**src/rtl/evtcnt_pkg.sv**
```systemverilog
package evtcnt_pkg;
  localparam int MODE_W = 8;
  localparam logic [1:0] OPM_EVENT = 2'b01;

  typedef struct packed {
    logic       x4;        // [7] times-four two-phase decode
    logic       free_run;  // [6] 1 = wrap freely, 0 = reload
    logic       spare;     // [5] stored only
    logic       dir_pin;   // [4] direction from pin level
    logic       rising;    // [3] 1 = rising edges, 0 = falling
    logic       rsvd;      // [2] always 0
    logic [1:0] opm;       // [1:0] operating mode
  } mode_t;
endpackage

```
**src/rtl/evtcnt_sync.sv**
```systemverilog
module evtcnt_sync #(
  parameter int W      = 2,
  parameter int STAGES = 2
) (
  input  logic         clk,
  input  logic         rst,
  input  logic [W-1:0] d,
  output logic [W-1:0] q
);
  logic [STAGES-1:0][W-1:0] stg;

  always_ff @(posedge clk) begin
    if (rst) begin
      stg <= '0;
    end else begin
      stg[0] <= d;
      for (int s = 1; s < STAGES; s++) stg[s] <= stg[s-1];
    end
  end

  assign q = stg[STAGES-1];
endmodule

```
**src/rtl/evtcnt_decode.sv**
```systemverilog
module evtcnt_decode #(
  parameter bit HAS_QUAD = 1'b1
) (
  input  logic clk,
  input  logic rst,
  input  logic pha,
  input  logic phb,
  input  logic src_sel,
  input  logic trig_in,
  input  logic rising,
  input  logic dir_from_pin,
  input  logic sw_up,
  input  logic quad_en,
  input  logic x4,
  output logic step,
  output logic up
);
  logic prev_a, prev_b;
  logic a_rise, a_fall;
  logic single_ev, single_up;
  logic quad_on, q_ev, q_up;

  always_ff @(posedge clk) begin
    if (rst) begin
      prev_a <= 1'b0;
      prev_b <= 1'b0;
    end else begin
      prev_a <= pha;
      prev_b <= phb;
    end
  end

  assign a_rise = ~prev_a & pha;
  assign a_fall = prev_a & ~pha;

  always_comb begin
    if (src_sel) single_ev = trig_in;
    else         single_ev = rising ? a_rise : a_fall;
    single_up = dir_from_pin ? phb : sw_up;
  end

  generate
    if (HAS_QUAD) begin : g_quad
      logic da, db;
      assign da      = pha ^ prev_a;
      assign db      = phb ^ prev_b;
      assign quad_on = quad_en;
      always_comb begin
        if (x4) begin
          q_ev = da ^ db;
          q_up = pha ^ prev_b;
        end else begin
          q_ev = a_rise;
          q_up = ~phb;
        end
      end

      // an illegal double transition never produces a step
      a_r10_no_double: assert property (@(posedge clk) disable iff (rst)
        (quad_en && x4 && (pha != prev_a) && (phb != prev_b)) |-> !step);
    end else begin : g_noquad
      logic unused_quad;
      assign unused_quad = quad_en ^ x4;
      assign quad_on = 1'b0;
      assign q_ev    = 1'b0;
      assign q_up    = 1'b0;
    end
  endgenerate

  assign step = quad_on ? q_ev : single_ev;
  assign up   = quad_on ? q_up : single_up;
endmodule

```
**src/rtl/evtcnt_core.sv**
```systemverilog
module evtcnt_core #(
  parameter int CNT_W = 16
) (
  input  logic             clk,
  input  logic             rst,
  input  logic             reload_we,
  input  logic [CNT_W-1:0] reload_wdata,
  input  logic             preset_we,
  input  logic             step,
  input  logic             up,
  input  logic             free_run,
  output logic [CNT_W-1:0] count_q,
  output logic             wrap_evt
);
  localparam logic [CNT_W-1:0] ONE = {{(CNT_W-1){1'b0}}, 1'b1};

  logic [CNT_W-1:0] reload_q;
  logic at_top, at_bot, wrap_now;

  assign at_top   = (count_q == '1);
  assign at_bot   = (count_q == '0);
  assign wrap_now = step && (up ? at_top : at_bot);

  always_ff @(posedge clk) begin
    if (rst) reload_q <= '0;
    else if (reload_we) reload_q <= reload_wdata;
  end

  always_ff @(posedge clk) begin
    if (rst) begin
      count_q  <= '0;
      wrap_evt <= 1'b0;
    end else begin
      wrap_evt <= 1'b0;
      if (preset_we) begin
        count_q <= reload_wdata;
      end else if (step) begin
        if (wrap_now) begin
          wrap_evt <= 1'b1;
          if (free_run) count_q <= up ? '0 : '1;
          else          count_q <= reload_q;
        end else begin
          count_q <= up ? count_q + ONE : count_q - ONE;
        end
      end
    end
  end

  // with no step and no preset the counter holds
  a_r2_hold: assert property (@(posedge clk) disable iff (rst)
    (!step && !preset_we) |=> $stable(count_q));
  // reload-mode end-of-range loads the reload value and pulses the event
  a_r7_reload_wrap: assert property (@(posedge clk) disable iff (rst)
    (step && !preset_we && !free_run && ((up && count_q == '1) || (!up && count_q == '0)))
    |=> (count_q == $past(reload_q)) && wrap_evt);
  // free-running upward wrap goes to zero and pulses the event
  a_r8_free_wrap: assert property (@(posedge clk) disable iff (rst)
    (step && !preset_we && free_run && up && count_q == '1) |=> (count_q == '0) && wrap_evt);
  // an event pulse is always caused by a step
  a_r7_evt_cause: assert property (@(posedge clk) disable iff (rst)
    wrap_evt |-> $past(step));
endmodule

```
**src/rtl/evtcnt_chan.sv**
```systemverilog
module evtcnt_chan
  import evtcnt_pkg::*;
#(
  parameter int CNT_W       = 16,
  parameter bit HAS_QUAD    = 1'b1,
  parameter int SYNC_STAGES = 2
) (
  input  logic             clk,
  input  logic             rst,
  input  logic             mode_we,
  input  logic [7:0]       mode_wdata,
  output logic [7:0]       mode_rdata,
  input  logic             reload_we,
  input  logic [CNT_W-1:0] reload_wdata,
  input  logic             start,
  input  logic             sw_up,
  input  logic             src_sel,
  input  logic             trig_in,
  input  logic             quad_en,
  input  logic             cnt_pin,
  input  logic             dir_pin,
  output logic [CNT_W-1:0] count_q,
  output logic             wrap_evt
);
  localparam logic [MODE_W-1:0] WMASK = HAS_QUAD ? 8'hFB : 8'h7B;

  mode_t      mode_r;
  logic [1:0] pins_s;
  logic       raw_step, raw_up, run, step_g;

  always_ff @(posedge clk) begin
    if (rst) mode_r <= '0;
    else if (mode_we) mode_r <= mode_t'(mode_wdata & WMASK);
  end
  assign mode_rdata = mode_r;

  evtcnt_sync #(.W(2), .STAGES(SYNC_STAGES)) u_sync (
    .clk (clk),
    .rst (rst),
    .d   ({dir_pin, cnt_pin}),
    .q   (pins_s)
  );

  evtcnt_decode #(.HAS_QUAD(HAS_QUAD)) u_dec (
    .clk          (clk),
    .rst          (rst),
    .pha          (pins_s[0]),
    .phb          (pins_s[1]),
    .src_sel      (src_sel),
    .trig_in      (trig_in),
    .rising       (mode_r.rising),
    .dir_from_pin (mode_r.dir_pin),
    .sw_up        (sw_up),
    .quad_en      (quad_en),
    .x4           (mode_r.x4),
    .step         (raw_step),
    .up           (raw_up)
  );

  assign run    = start && (mode_r.opm == OPM_EVENT);
  assign step_g = run && raw_step;

  evtcnt_core #(.CNT_W(CNT_W)) u_core (
    .clk          (clk),
    .rst          (rst),
    .reload_we    (reload_we),
    .reload_wdata (reload_wdata),
    .preset_we    (reload_we && !start),
    .step         (step_g),
    .up           (raw_up),
    .free_run     (mode_r.free_run),
    .count_q      (count_q),
    .wrap_evt     (wrap_evt)
  );

  // while not running and not preset the counter value is frozen
  a_r2_idle: assert property (@(posedge clk) disable iff (rst)
    (!(start && mode_rdata[1:0] == 2'b01) && !reload_we) |=> $stable(count_q));
  // a reload write while started leaves the counter to the count path
  a_r3_no_preset_running: assert property (@(posedge clk) disable iff (rst)
    (start && reload_we && !step_g) |=> $stable(count_q));
  // wrap event never fires while stopped
  a_r8_evt_needs_run: assert property (@(posedge clk) disable iff (rst)
    wrap_evt |-> $past(start));
endmodule

```
**config.mk**
```make
export PLATFORM = sky130hd
export DESIGN_NAME = evtcnt_chan
export DESIGN_NICKNAME = d
export VERILOG_FILES = /design/src/rtl/evtcnt_pkg.sv /design/src/rtl/evtcnt_sync.sv /design/src/rtl/evtcnt_decode.sv /design/src/rtl/evtcnt_core.sv /design/src/rtl/evtcnt_chan.sv
export SDC_FILE = /design/constraint.sdc
export NUM_CORES = 1
export LEC_CHECK = 0
export ABC_AREA = 1
export BUFFER_PORTS_ARGS = -buffer_cell sky130_fd_sc_hd__buf_2
export CAP_MARGIN = 20
export CORE_MARGIN = 5
export CORE_UTILIZATION = 56
export CTS_BUF_LIST = sky130_fd_sc_hd__clkbuf_2 sky130_fd_sc_hd__clkbuf_4 sky130_fd_sc_hd__clkbuf_8
export CTS_CLUSTER_SIZE = 10
export DETAILED_ROUTE_END_ITERATION = 10
export GPL_TIMING_DRIVEN = 0
export PLACE_DENSITY = 0.91
export SLEW_MARGIN = 20
export SYNTH_ARGS = -nofsm -noshare
export SYNTH_HDL_FRONTEND = slang
export SYNTH_SLANG_ARGS = --single-unit
```
**constraint.sdc**
```tcl
create_clock -name clk -period 3.3 [get_ports clk]
set_input_delay 0.33 -clock clk [delete_from_list [all_inputs] [get_ports clk]]
set_output_delay 0.33 -clock clk [all_outputs]
set_load 0.05 [all_outputs]
```
==> flow_summary.json <==
{
  "num-nets-final": 603,
  "clockRootBuffer": "clkbuf_8",
  "synth-adder-area-share_pct": 1.16,
  "portBuffers": 57,
  "yosys.area_share.simple_pct": 35.5,
  "synth_cell_type_count": 42,
  "dpl_cell_area_mm2": 0.00360,
  "synth-compound-area-share_pct": 20.0,
  "power_w": 0.00168,
  "crit_path_end_kind": "register",
  "p_comb_share_pct": 36.1,
  "insertion_delay_ns": 0.31,
  "required_ns": 3.51,
  "rsz0062_at_grt": "no",
  "arrival_ns": 2.68,
  "clkPwrFrac_pct": 26.4,
  "ios": 60,
  "switchingPower_w": 0.000657,
  "overflow": 0,
  "post_cts_buffers": 0,
  "status": "complete, no violations",
  "die_width_um": 85.9,
  "drive_above_1_share_pct": 22.4,
  "power_density_mw_per_mm2": 452,
  "cts_buffer_depth": 2,
  "tns_ns": 0,
  "peakVddDrop_v": 0.000320,
  "power_leakage_nw": 1.83,
  "avgSynthCellArea_um2": 6.44,
  "place_congestion": 0.952,
  "hold_viol_final": 0,
  "drt_iter0_markers": 382,
  "wl_mm": 9.48,
  "slew_viol_final": 0,
  "slew_headroom_pct": 63.9,
  "antenna_found_initial": 0,
  "fillers": 507,
  "fmax_mhz": 405,
  "final_area_mm2": 0.00372,
  "synth-xor-area-share_pct": 1.90,
  "grt_pass1_vias": 3344,
  "muxShareOfSynthArea_pct": 0,
  "synth_nets": 539,
  "initial_core_util_pct": 58.2,
  "dp_hpwl_mm": 7.33,
  "vias_per_cell": 5.62,
  "synth-edff-count": 0,
  "netlist_area_mm2": 0.00323,
  "die_y_um": 85.9,
  "syn2layout_area_growth_pct": 15.3,
  "num_vias": 3588,
  "drtAntennaViolNets": 0,
  "hold_buffers": 0,
  "critPathMaxFanout": 9,
  "n_antenna_cell": 0,
  "rows": 27,
  "ys.flop_type": "dfxtp_1",
  "coreArea_mm2": 0.00554,
  "yosys_warnings": 0,
  "ys_seq_area_share_pct": 28.5,
  "period_needed_ns": 2.47,
  "cts_made_buffers": 5,
  "grt_use_total_pct": 26.1,
  "setup_viol": 0,
  "fin_skew_ns": 0.00503,
  "htree_levels": 2,
  "async_flop_share_pct": 0,
  "grt_max_degree": 17,
  "max_cap_violations": 0,
  "clock-sinks": 46,
  "die_area_mm2": 0.00738,
  "cts_tree": "built",
  "remaining_drc_errors": 0,
  "routedWlPerCell_um": 14.9,
  "p_seq_share_pct": 37.5,
  "clkTransAtPathRegs_ns": 0.09,
  "tightest_slew_ns": 0.540,
  "period_share_pct": 74.9,
  "synth_top_family_by_area": "simple AND/OR/NAND/NOR gates",
  "sw_frac_of_total_pct": 39.1,
  "p_int_w": 0.00102,
  "ctsResizeCount": 0,
  "worst_setup_path_start_kind": "register",
  "ys_ff_latch": 46,
  "dr.pass1.iters": 5,
  "hp-class": "input pin to register",
  "synthCells": 501,
  "grt_pass1_wl_mm": 15.6,
  "worst-setup-path-type": "register to register"
}
==> worst max-delay path, stage by stage (launching register included) <==
cell and delay (ns):
dfxtp_1 0.37, ha_1 0.17, inv_1 0.05, nand2_1 0.05, o21ai_0 0.07, or2_2 0.27, a21oi_1 0.12, nand2_1 0.29
nor2_4 0.32, nand2_1 0.22, a21oi_1 0.18, a21oi_1 0.06, o21bai_1 0.15, inv_1 0.05
==> cell families (layout without fill, tap and decap cells) <==
logic type / Yosys count / after routing
simple gates: 250 / 250
compound gates: 101 / 101
buf+inv: 93 / 158
flops: 46 / 46
xor+xnor: 7 / 7
fa+ha+maj: 3 / 3
other cells: 1 / 1
==> power groups by stage <==
stage          sequential, W  clock (W)  combinational, W
2_1_floorplan       0.000696          0          0.000395
3_3_place_gp        0.000640          0          0.000581
3_5_place_dp        0.000642          0          0.000593
4_1_cts             0.000629   0.000452          0.000597
5_1_grt             0.000635   0.000474          0.000667
6_report            0.000631   0.000443          0.000607
==> final timing paths <==
path,startpoint,to,slack [ns],depth (start not counted)
max,u_sync.q[0]$_SDFF_PP0_,u_core.count_q[3]$_SDFFE_PP0P_,0.83,13
min,cnt_pin,u_sync.stg[0]$_SDFF_PP0_,0.22,3
max reg2reg,u_sync.q[0]$_SDFF_PP0_,u_core.count_q[3]$_SDFFE_PP0P_,0.83,13
min reg2reg,u_sync.stg[0]$_SDFF_PP0_,u_sync.q[0]$_SDFF_PP0_,0.41,2
==> synth_stat cells (2+ instances only) <==
master	number	area, um^2
a21oi_1	35	175
buf_6	2	22.5
buf_4	7	52.6
a21oi_2	5	43.8
xnor2_1	3	26.3
buf_2	5	25.0
o221ai_1	9	78.8
nor4_1	5	31.3
dfxtp_1	46	921
o41ai_1	6	52.6
inv_1	55	206
nand2_1	98	368
ha_1	3	37.5
and2_1	2	12.5
o21bai_1	5	37.5
xor2_1	4	35.0
nor3_1	3	15.0
nor2_2	3	18.8
clkinv_1	3	11.3
nand2_4	5	56.3
a31oi_1	2	12.5
nand2_2	14	87.6
inv_2	7	26.3
clkbuf_1	11	41.3
nand3_1	42	210
or2_2	4	25.0
nor2_1	65	244
nand4_1	4	25.0
nor2_4	4	45.0
o21ai_0	32	160
==> placed cells by master (no fill, tap or decap), types with 4 or more instances in the layout <==
master     n
a21oi_1   35
a21oi_2    5
buf_2     62
buf_4      7
clkbuf_1  11
clkbuf_8   5
dfxtp_1   46
inv_1     55
inv_2      7
nand2_1   98
nand2_2   14
nand2_4    5
nand3_1   42
nand4_1    4
nor2_1    65
nor2_4     4
nor4_1     5
o21ai_0   32
o21bai_1   5
o221ai_1   9
o41ai_1    6
or2_2      4
xor2_1     4
==> flip-flops by register name, indices dropped and copies added (netlist names) <==
signal,count
u_dec.prev_b,1
u_core.reload_q,16
mode_rdata,7
u_core.wrap_evt,1
u_dec.prev_a,1
u_sync.stg,2
u_core.count_q,16
u_sync.q,2
==> metal layers <==
layer / up-vias / track usage [%] / part of all wire [%]
li1: 1766 / - / -
met1: 1594 / 34.2 / 43
met2: 200 / 42.0 / 46
met3: 28 / 3.94 / 8.3
met4: 0 / 11.8 / 2.9
met5: - / 0 / 0
==> per-stage QoR <==
stage	hold slack [ns]	worst slack, ns	cells	util, %
floorplan	0.388	1.17	501	-
global placement	0.395	0.925	630	65.0
detailed placement	0.399	0.864	630	65.0
finish	0.219	0.830	638	67.1
global route	0.229	0.608	638	67.1
CTS	0.215	0.882	638	67.1
==> layout make-up <==
cell class | instances | area (um^2) | share of cell area [%]
Timing Repair Buffer | 57 | 285 | 7.67
Tap cell | 72 | 90.1 | 2.42
Buffer | 28 | 170 | 4.57
Multi-Input combinational cell | 362 | 1890 | 50.9
Inverter | 65 | 244 | 6.56
Sequential cell | 46 | 921 | 24.8
Clock inverter | 3 | 48.8 | 1.31
Clock buffer | 5 | 68.8 | 1.85
Power figures use the tool's default switching activity.
